===== config.mk =====
export PLATFORM = sky130hd
export DESIGN_NAME = irq_prio_ctrl
export DESIGN_NICKNAME = d
export VERILOG_FILES = /design/src/rtl/irq_prio_pkg.sv /design/src/rtl/irq_capture.sv /design/src/rtl/irq_prio_enc.sv /design/src/rtl/irq_vec_reg.sv /design/src/rtl/irq_prio_ctrl.sv
export SDC_FILE = /design/constraint.sdc
export NUM_CORES = 1
export LEC_CHECK = 0
export ABC_CLOCK_PERIOD_IN_PS = 1200
export BUFFER_PORTS_ARGS = -buffer_cell sky130_fd_sc_hd__buf_4
export CORE_ASPECT_RATIO = 0.7
export CORE_MARGIN = 5
export CORE_UTILIZATION = 41
export DETAILED_ROUTE_END_ITERATION = 7
export HOLD_SLACK_MARGIN = 0.05
export PLACE_DENSITY = 0.82
export SYNTH_ARGS = -nofsm -noshare
export SYNTH_HDL_FRONTEND = slang
export SYNTH_SLANG_ARGS = --single-unit

===== constraint.sdc =====
create_clock -name clk_i -period 1.2 [get_ports clk_i]
set_clock_uncertainty 0.05 [all_clocks]
set_input_delay 0.12 -clock clk_i [delete_from_list [all_inputs] [get_ports clk_i]]
set_output_delay 0.12 -clock clk_i [all_outputs]
set_load 0.01 [all_outputs]

===== src/rtl/irq_prio_pkg.sv =====
package irq_prio_pkg;
  typedef enum logic [1:0] {
    ADDR_PEND = 2'd0,
    ADDR_MASK = 2'd1,
    ADDR_VEC  = 2'd2
  } reg_addr_e;

  localparam int unsigned REG_W    = 32;
  localparam int unsigned VEC_W    = 8;
  localparam logic [7:0]  IDLE_VEC = 8'hFF;
endpackage


===== src/rtl/irq_capture.sv =====
module irq_capture #(
  parameter int unsigned NUM_PINS  = 8,
  localparam int unsigned NUM_SLOTS = 2 * NUM_PINS
) (
  input  logic                 clk_i,
  input  logic                 rst_ni,
  input  logic [NUM_PINS-1:0]  pin_i,
  input  logic [NUM_PINS-1:0]  lvl_i,
  output logic [NUM_SLOTS-1:0] pend_o
);
  logic [NUM_SLOTS-1:0] slots;

  // even slot = pin, odd slot = level
  for (genvar n = 0; n < NUM_PINS; n++) begin : g_ilv
    assign slots[2*n]   = pin_i[n];
    assign slots[2*n+1] = lvl_i[n];
  end

  always_ff @(posedge clk_i or negedge rst_ni) begin
    if (!rst_ni) pend_o <= '0;
    else         pend_o <= slots;
  end
endmodule


===== src/rtl/irq_prio_enc.sv =====
module irq_prio_enc #(
  parameter int unsigned NUM_SLOTS = 16,
  localparam int unsigned SLOT_W   = $clog2(NUM_SLOTS)
) (
  input  logic [NUM_SLOTS-1:0] elig_i,
  output logic                 any_o,
  output logic [SLOT_W-1:0]    idx_o
);
  always_comb begin
    idx_o = '0;
    // scan downward so the lowest set slot is the last assignment
    for (int k = NUM_SLOTS - 1; k >= 0; k--) begin
      if (elig_i[k]) idx_o = SLOT_W'(k);
    end
  end

  assign any_o = |elig_i;
endmodule


===== src/rtl/irq_vec_reg.sv =====
module irq_vec_reg #(
  parameter int unsigned SLOT_W = 4,
  parameter int unsigned VEC_W  = 8,
  parameter logic [VEC_W-1:0] IDLE = '1
) (
  input  logic              clk_i,
  input  logic              rst_ni,
  input  logic              any_i,
  input  logic [SLOT_W-1:0] idx_i,
  output logic              req_o,
  output logic [VEC_W-1:0]  vec_o
);
  logic [VEC_W-1:0] vec_d;

  assign vec_d = any_i ? (VEC_W'(idx_i) << 2) : IDLE;

  always_ff @(posedge clk_i or negedge rst_ni) begin
    if (!rst_ni) begin
      req_o <= 1'b0;
      vec_o <= IDLE;
    end else begin
      req_o <= any_i;
      vec_o <= vec_d;
    end
  end
endmodule


===== src/rtl/irq_prio_ctrl.sv =====
module irq_prio_ctrl
  import irq_prio_pkg::*;
#(
  parameter int unsigned NUM_PINS  = 8,
  localparam int unsigned NUM_SLOTS = 2 * NUM_PINS,
  localparam int unsigned SLOT_W    = $clog2(NUM_SLOTS)
) (
  input  logic                clk_i,
  input  logic                rst_ni,
  input  logic [NUM_PINS-1:0] irq_pin_i,
  input  logic [NUM_PINS-1:0] irq_lvl_i,
  input  logic                gie_i,
  input  logic [1:0]          reg_addr_i,
  input  logic                reg_we_i,
  input  logic [REG_W-1:0]    reg_wdata_i,
  output logic [REG_W-1:0]    reg_rdata_o,
  output logic                irq_o,
  output logic [VEC_W-1:0]    vec_o
);
  logic [NUM_SLOTS-1:0] pend_q;
  logic [NUM_SLOTS-1:0] mask_q;
  logic [NUM_SLOTS-1:0] elig;
  logic [REG_W-1:0]     pend_word, mask_word;
  logic [SLOT_W-1:0]    win_idx;
  logic                 win_any;
  logic                 req_q;

  irq_capture #(.NUM_PINS(NUM_PINS)) u_cap (
    .clk_i  (clk_i),
    .rst_ni (rst_ni),
    .pin_i  (irq_pin_i),
    .lvl_i  (irq_lvl_i),
    .pend_o (pend_q)
  );

  // mask: slot k lives at word bit REG_W-1-k
  always_ff @(posedge clk_i or negedge rst_ni) begin
    if (!rst_ni) begin
      mask_q <= '0;
    end else if (reg_we_i && reg_addr_i == ADDR_MASK) begin
      for (int k = 0; k < NUM_SLOTS; k++) mask_q[k] <= reg_wdata_i[REG_W-1-k];
    end
  end

  always_comb begin
    pend_word = '0;
    mask_word = '0;
    for (int k = 0; k < NUM_SLOTS; k++) begin
      pend_word[REG_W-1-k] = pend_q[k];
      mask_word[REG_W-1-k] = mask_q[k];
    end
  end

  assign elig = pend_q & mask_q;

  irq_prio_enc #(.NUM_SLOTS(NUM_SLOTS)) u_enc (
    .elig_i (elig),
    .any_o  (win_any),
    .idx_o  (win_idx)
  );

  irq_vec_reg #(.SLOT_W(SLOT_W), .VEC_W(VEC_W), .IDLE(IDLE_VEC)) u_vec (
    .clk_i  (clk_i),
    .rst_ni (rst_ni),
    .any_i  (win_any),
    .idx_i  (win_idx),
    .req_o  (req_q),
    .vec_o  (vec_o)
  );

  assign irq_o = req_q & gie_i;

  always_comb begin
    unique case (reg_addr_i)
      ADDR_PEND: reg_rdata_o = pend_word;
      ADDR_MASK: reg_rdata_o = mask_word;
      ADDR_VEC:  reg_rdata_o = {{(REG_W-VEC_W){1'b0}}, vec_o};
      default:   reg_rdata_o = '0;
    endcase
  end
endmodule


# After elaboration in Yosys (flattened, before gate mapping)
# Cells that the tools add are included.
word_totals:
  out_inout_bits: 41
  input_bits: 54
  ff_bits: 41
  wordCells: 29
op_classes:
  n_bitwise: 2
  eq_ne: 2
  mux: 18
  n_reduce_logical: 3
ops:
  columns: ["op", "n"]
  rows:
  - ["32-bit case mux with 3 select lines", 1]
  - ["4-bit 2-to-1 mux", 16]
  - ["16-bit AND", 1]
  - ["16-bit OR reduction", 1]
  - ["8-bit 2-to-1 mux", 1]
  - ["2-bit by 1-bit == test with 1-bit output (second input constant)", 1]
  - ["2-bit == test (second input constant)", 1]
  - ["2-bit logical NOT", 1]
  - ["1-bit AND", 1]
  - ["1-bit logical AND", 1]

# Longest topological paths before layout
depth:
  depth_word: 18
  depth_mapped: 5

# By module
# From an unflattened synthesis, not the netlist that was laid out.
hier_totals:
  cells_unflattened: 169
  area_unflattened_um2: 1910.6
modules_own_cells:
  columns: ["module", "area_each_um2", "n_inst", "cells_each"]
  rows:
  - ["irq_prio_ctrl", 1126.1, 1, 105]
  - ["irq_capture", 400.4, 1, 16]
  - ["irq_vec_reg", 207.7, 1, 14]
  - ["irq_prio_enc", 176.4, 1, 34]

# Worst setup path after synthesis
# OpenSTA, ideal clock, no wires.
synth_timing:
  kind: "reg2reg"
  from: "register u_cap.pend_o[8]"
  to: "register u_vec.vec_o[2]"
  arrival_ns: 1.116
  setup_time_ns: 0.061
  stages_incl_launch_ff: 6
  path_slack_ns: -0.027
  synth_period_minus_slack_ns: 1.227
  path_cell_list: "dfrtp_1 -> a22o_1 -> a31o_2 -> o2111ai_1 -> a32oi_1 -> nand2_1"
synth_between:
  elab_chain_cells: 11
  word_cells_on_any_way: 12
synth_rtl:
  columns: ["element", "line", "source"]
  rows:
  - ["from (decl)", "irq_capture.sv:9", "output logic [NUM_SLOTS-1:0] pend_o"]
  - ["from (signal assigned)", "irq_capture.sv:21", "else pend_o <= slots;"]
  - ["16-bit AND (*)", "irq_prio_ctrl.sv:54", "assign elig = pend_q & mask_q;"]
  - ["4-bit 2-to-1 mux (9 in a row)", "irq_prio_enc.sv:13", "if (elig_i[k]) idx_o = SLOT_W'(k);"]
  - ["8-bit 2-to-1 mux (*)", "irq_vec_reg.sv:15", "assign vec_d = any_i ? (VEC_W'(idx_i) << 2) : IDLE;"]
  - ["named net u_vec.vec_d[2]", "irq_vec_reg.sv:13", "logic [VEC_W-1:0] vec_d;"]
  - ["to (signal assigned)", "irq_vec_reg.sv:23", "vec_o <= vec_d;"]
  - ["to (decl)", "irq_vec_reg.sv:11", "output logic [VEC_W-1:0] vec_o"]
# The timed path passes the listed nets; every way through them passes the cells marked *.
# A chain may end at the register's enable or synchronous reset.

# Worst setup path in the final report
layout_timing:
  from: "register mask_q[11]"
  to: "output reg_rdata_o[20]"
layout_between:
  elab_chain_cells: 1
layout_rtl:
  columns: ["element", "line", "source"]
  rows:
  - ["from (decl)", "irq_prio_ctrl.sv:21", "logic [NUM_SLOTS-1:0] mask_q;"]
  - ["from (signal assigned)", "irq_prio_ctrl.sv:39", "mask_q <= '0;"]
  - ["32-bit case mux with 3 select lines", "irq_prio_ctrl.sv:74", "unique case (reg_addr_i)"]
  - ["to (decl)", "irq_prio_ctrl.sv:16", "output logic [REG_W-1:0] reg_rdata_o,"]
# No other way between the ends.

==> impl_metrics.toml <==
[status]
outcome = "finished with violations"
violations = "negative setup slack"

[floorplan]
start_util_pct = 42.3
die_w_um = 90.1
row_count = 20
core_sq_mm = 0.00435
io_pins = 95
die_area_sq_mm = 0.00596
die_h_um = 66.1

[final_layout]
regArea_sq_um = 957
fillers = 288
diodes = 0
layout-drive-gt1-share_pct = 52.1
layout_commonest_cell = "buf_4"
multiInputGateArea_sq_um = 798
mostFrequentLayoutCells = "83 x buf_4, 33 x dlygate4sd3_1, 33 x dfrtp_1"
syn_to_final_growth_pct = 71.6
layout.nets = 341

[clock_network]
path_clk_slew_ps = 80
clockBufferDepth = 2
cts_tree = "done"
clock_latency_ps = 300
cts_max_level = 2
cts_made_buffers = 5
cts_sinks = 38
root_buffer = "clkbuf_8"

[global_route]
grtUsageTotal_pct = 17.2
grt_pass1_wl_um = 7960
overflow = 0
grt_pass1_vias = 1738
antenna_found_initial = 0
grt_max_degree = 39

[yosys]
ys_seq_area_share_pct = 51.9
yosysWarnings = 0
synth_seq_cells = 38
synth_cell_types = 30
syn_area_sq_mm = 0.00184
synth.avg_cell_area_sq_um = 12.2
netlist_instances = 151

[placement]
gp_congestion = 0.803
preCtsSetupSlack_ps = -125
port_buffers = 70
hpwl_um = 3350

[power]
power_density_mw_per_mm2 = 1220
irDropWorstVdd_uv = 852
leakage_uw = 0.00161

[detailed_routing]
wl_per_cell_um = 14.9
ant_nets = 0
drtIter0Drc = 70
num_vias = 1635
first_pass_iters = 4
drcViolationCount = 0
drt_wl_total_um = 5110
routed_via_density = 4.77

[timing]
worst_slack_ps = -223
hold_slack_ps = 275
layout_min_cycle_time_ps = 1420
final-hold-violation-count = 0
fmax_ghz = 0.703
setup_violations = 34
maxSlewViolCount = 0
period_share_pct = 119
rsz0062_at_grt = "true"

[min_path]
worstHoldPathType = "input pin to async pin"

[worst_setup_path]
critPathSlowestCell = "dfrtp_1"
crit_type = "flip-flop to output port"
startpoint = "mask_q[11]$_DFFE_PN0P_"
cp_common_cell = "buf_6"
rr_endpoint = "u_vec.vec_o[3]$_DFF_PN1_"
cp_max_fo = 2
crit_end = "reg_rdata_o[20]"
crit_path_start_kind = "flip-flop"
worstPathRequired_ps = 1030
crit_arrival_ps = 1250
crit_path_max_incr_delay_ps = 400
endpoint_kind = "output port"
reg2reg_slack_ps = -150
r2r_cells = 6
timing.rr.start = "mask_q[11]$_DFFE_PN0P_"
path_cells = "buf_6 > buf_6 > mux2i_1 > nor2_1 > buf_4"

[flow_run]
cap_viol_max_count = 0
## worst max-delay path, delay by kind of cell, from the launching register on
kind          cells  cell delay, ps
buf+inv           3             370
flops             1             400
mux               1             120
simple gates      1              60
## layer usage
metal  track usage, %  vias to the layer above  part of all wire (%)
met3             5.46                        9                   8.2
li1                 -                      780                     -
met4             8.92                        0                   1.6
met5                0                        -                     0
met2             29.4                       73                    48
met1             19.5                      773                    42
## state kept, by name, summed over array words and instances, names as in the netlist
register	flops
u_vec.vec_o	5
u_vec.req_o	1
mask_q	16
u_cap.pend_o	16
## worst min-delay path by stage
stage | start | end
finish | rst_ni | u_cap.pend_o[10]$_DFF_PN0_
global route | rst_ni | u_cap.pend_o[10]$_DFF_PN0_
CTS | rst_ni | u_cap.pend_o[10]$_DFF_PN0_
detailed placement | rst_ni | u_cap.pend_o[6]$_DFF_PN0_
global placement | rst_ni | u_cap.pend_o[4]$_DFF_PN0_
floorplan | rst_ni | mask_q[0]$_DFFE_PN0P_
## report_power, final
group          switching [uW]  internal, uW
logic                     488           847
registers                 144          1470
clock network             447           463
total                    1080          2780
## stage by stage
stage / cells / power, uW / instance area (sq um) / util (%) / TNS (ps)
6_report: 343 / 3860 / 3160 / 72.6 / -2600
5_1_grt: 343 / 4040 / 3160 / 72.6 / -4290
4_1_cts: 341 / 3780 / 3090 / 70.9 / -2410
3_5_place_dp: 286 / 2630 / 2490 / 57.3 / -490
3_3_place_gp: 286 / 2600 / 2490 / 57.3 / -425
2_1_floorplan: 158 / 2120 / 1870 / - / 0
## area by class of cell
class | instances | area share (%)
clock buffers | 7 | 2.73
clock inverters | 1 | 0.158
inverters | 1 | 0.119
multi-input cells | 100 | 25.2
flip-flops and latches | 38 | 30.3
well taps | 55 | 2.18
repair buffers | 141 | 39.3
## Yosys cell counts, drive strengths merged
library cell	n	area share, %
a21oi	2	0.54
a221o	1	0.54
a222oi	2	1.1
a22o	4	1.9
a22oi	3	1.2
a31o	1	0.48
a31oi	1	0.34
a32o	1	0.54
a32oi	1	0.48
and2	6	2.0
and2b	1	0.41
and3b	1	0.48
buf	18	7.7
clkbuf	1	0.20
conb	1	0.20
dfrtp	33	45
dfstp	5	7.1
inv	1	0.20
mux2	16	12
mux2i	16	8.7
nand2	12	2.6
nand3	3	0.81
nand3b	1	1.1
nor2	17	3.5
nor2b	1	0.34
o2111ai	1	0.48
o211ai	1	0.41
## cells by family (layout without fill, tap and decap cells)
| family | after synthesis | in the layout | synth area share, % |
|---|---|---|---|
| AND/OR/NAND/NOR | 42 | 42 | 11.2 |
| flip-flops | 38 | 38 | 51.9 |
| multiplexers | 32 | 32 | 20.5 |
| buffers and inverters | 20 | 150 | 8.15 |
| AO/OA/AOI/OAI | 18 | 18 | 8.01 |
| other | 1 | 8 | 0.203 |
## repair_timing
item | CTS | global route
gates resized for setup | 18 | 17
buffers inserted | 14 | 2
hold buffers | 33 | 0
hold endpoints to repair | 65 | 0
endpoints found under the setup margin | 29 | 34
pin swaps | 11 | 6
Power figures use the tool's default switching activity.
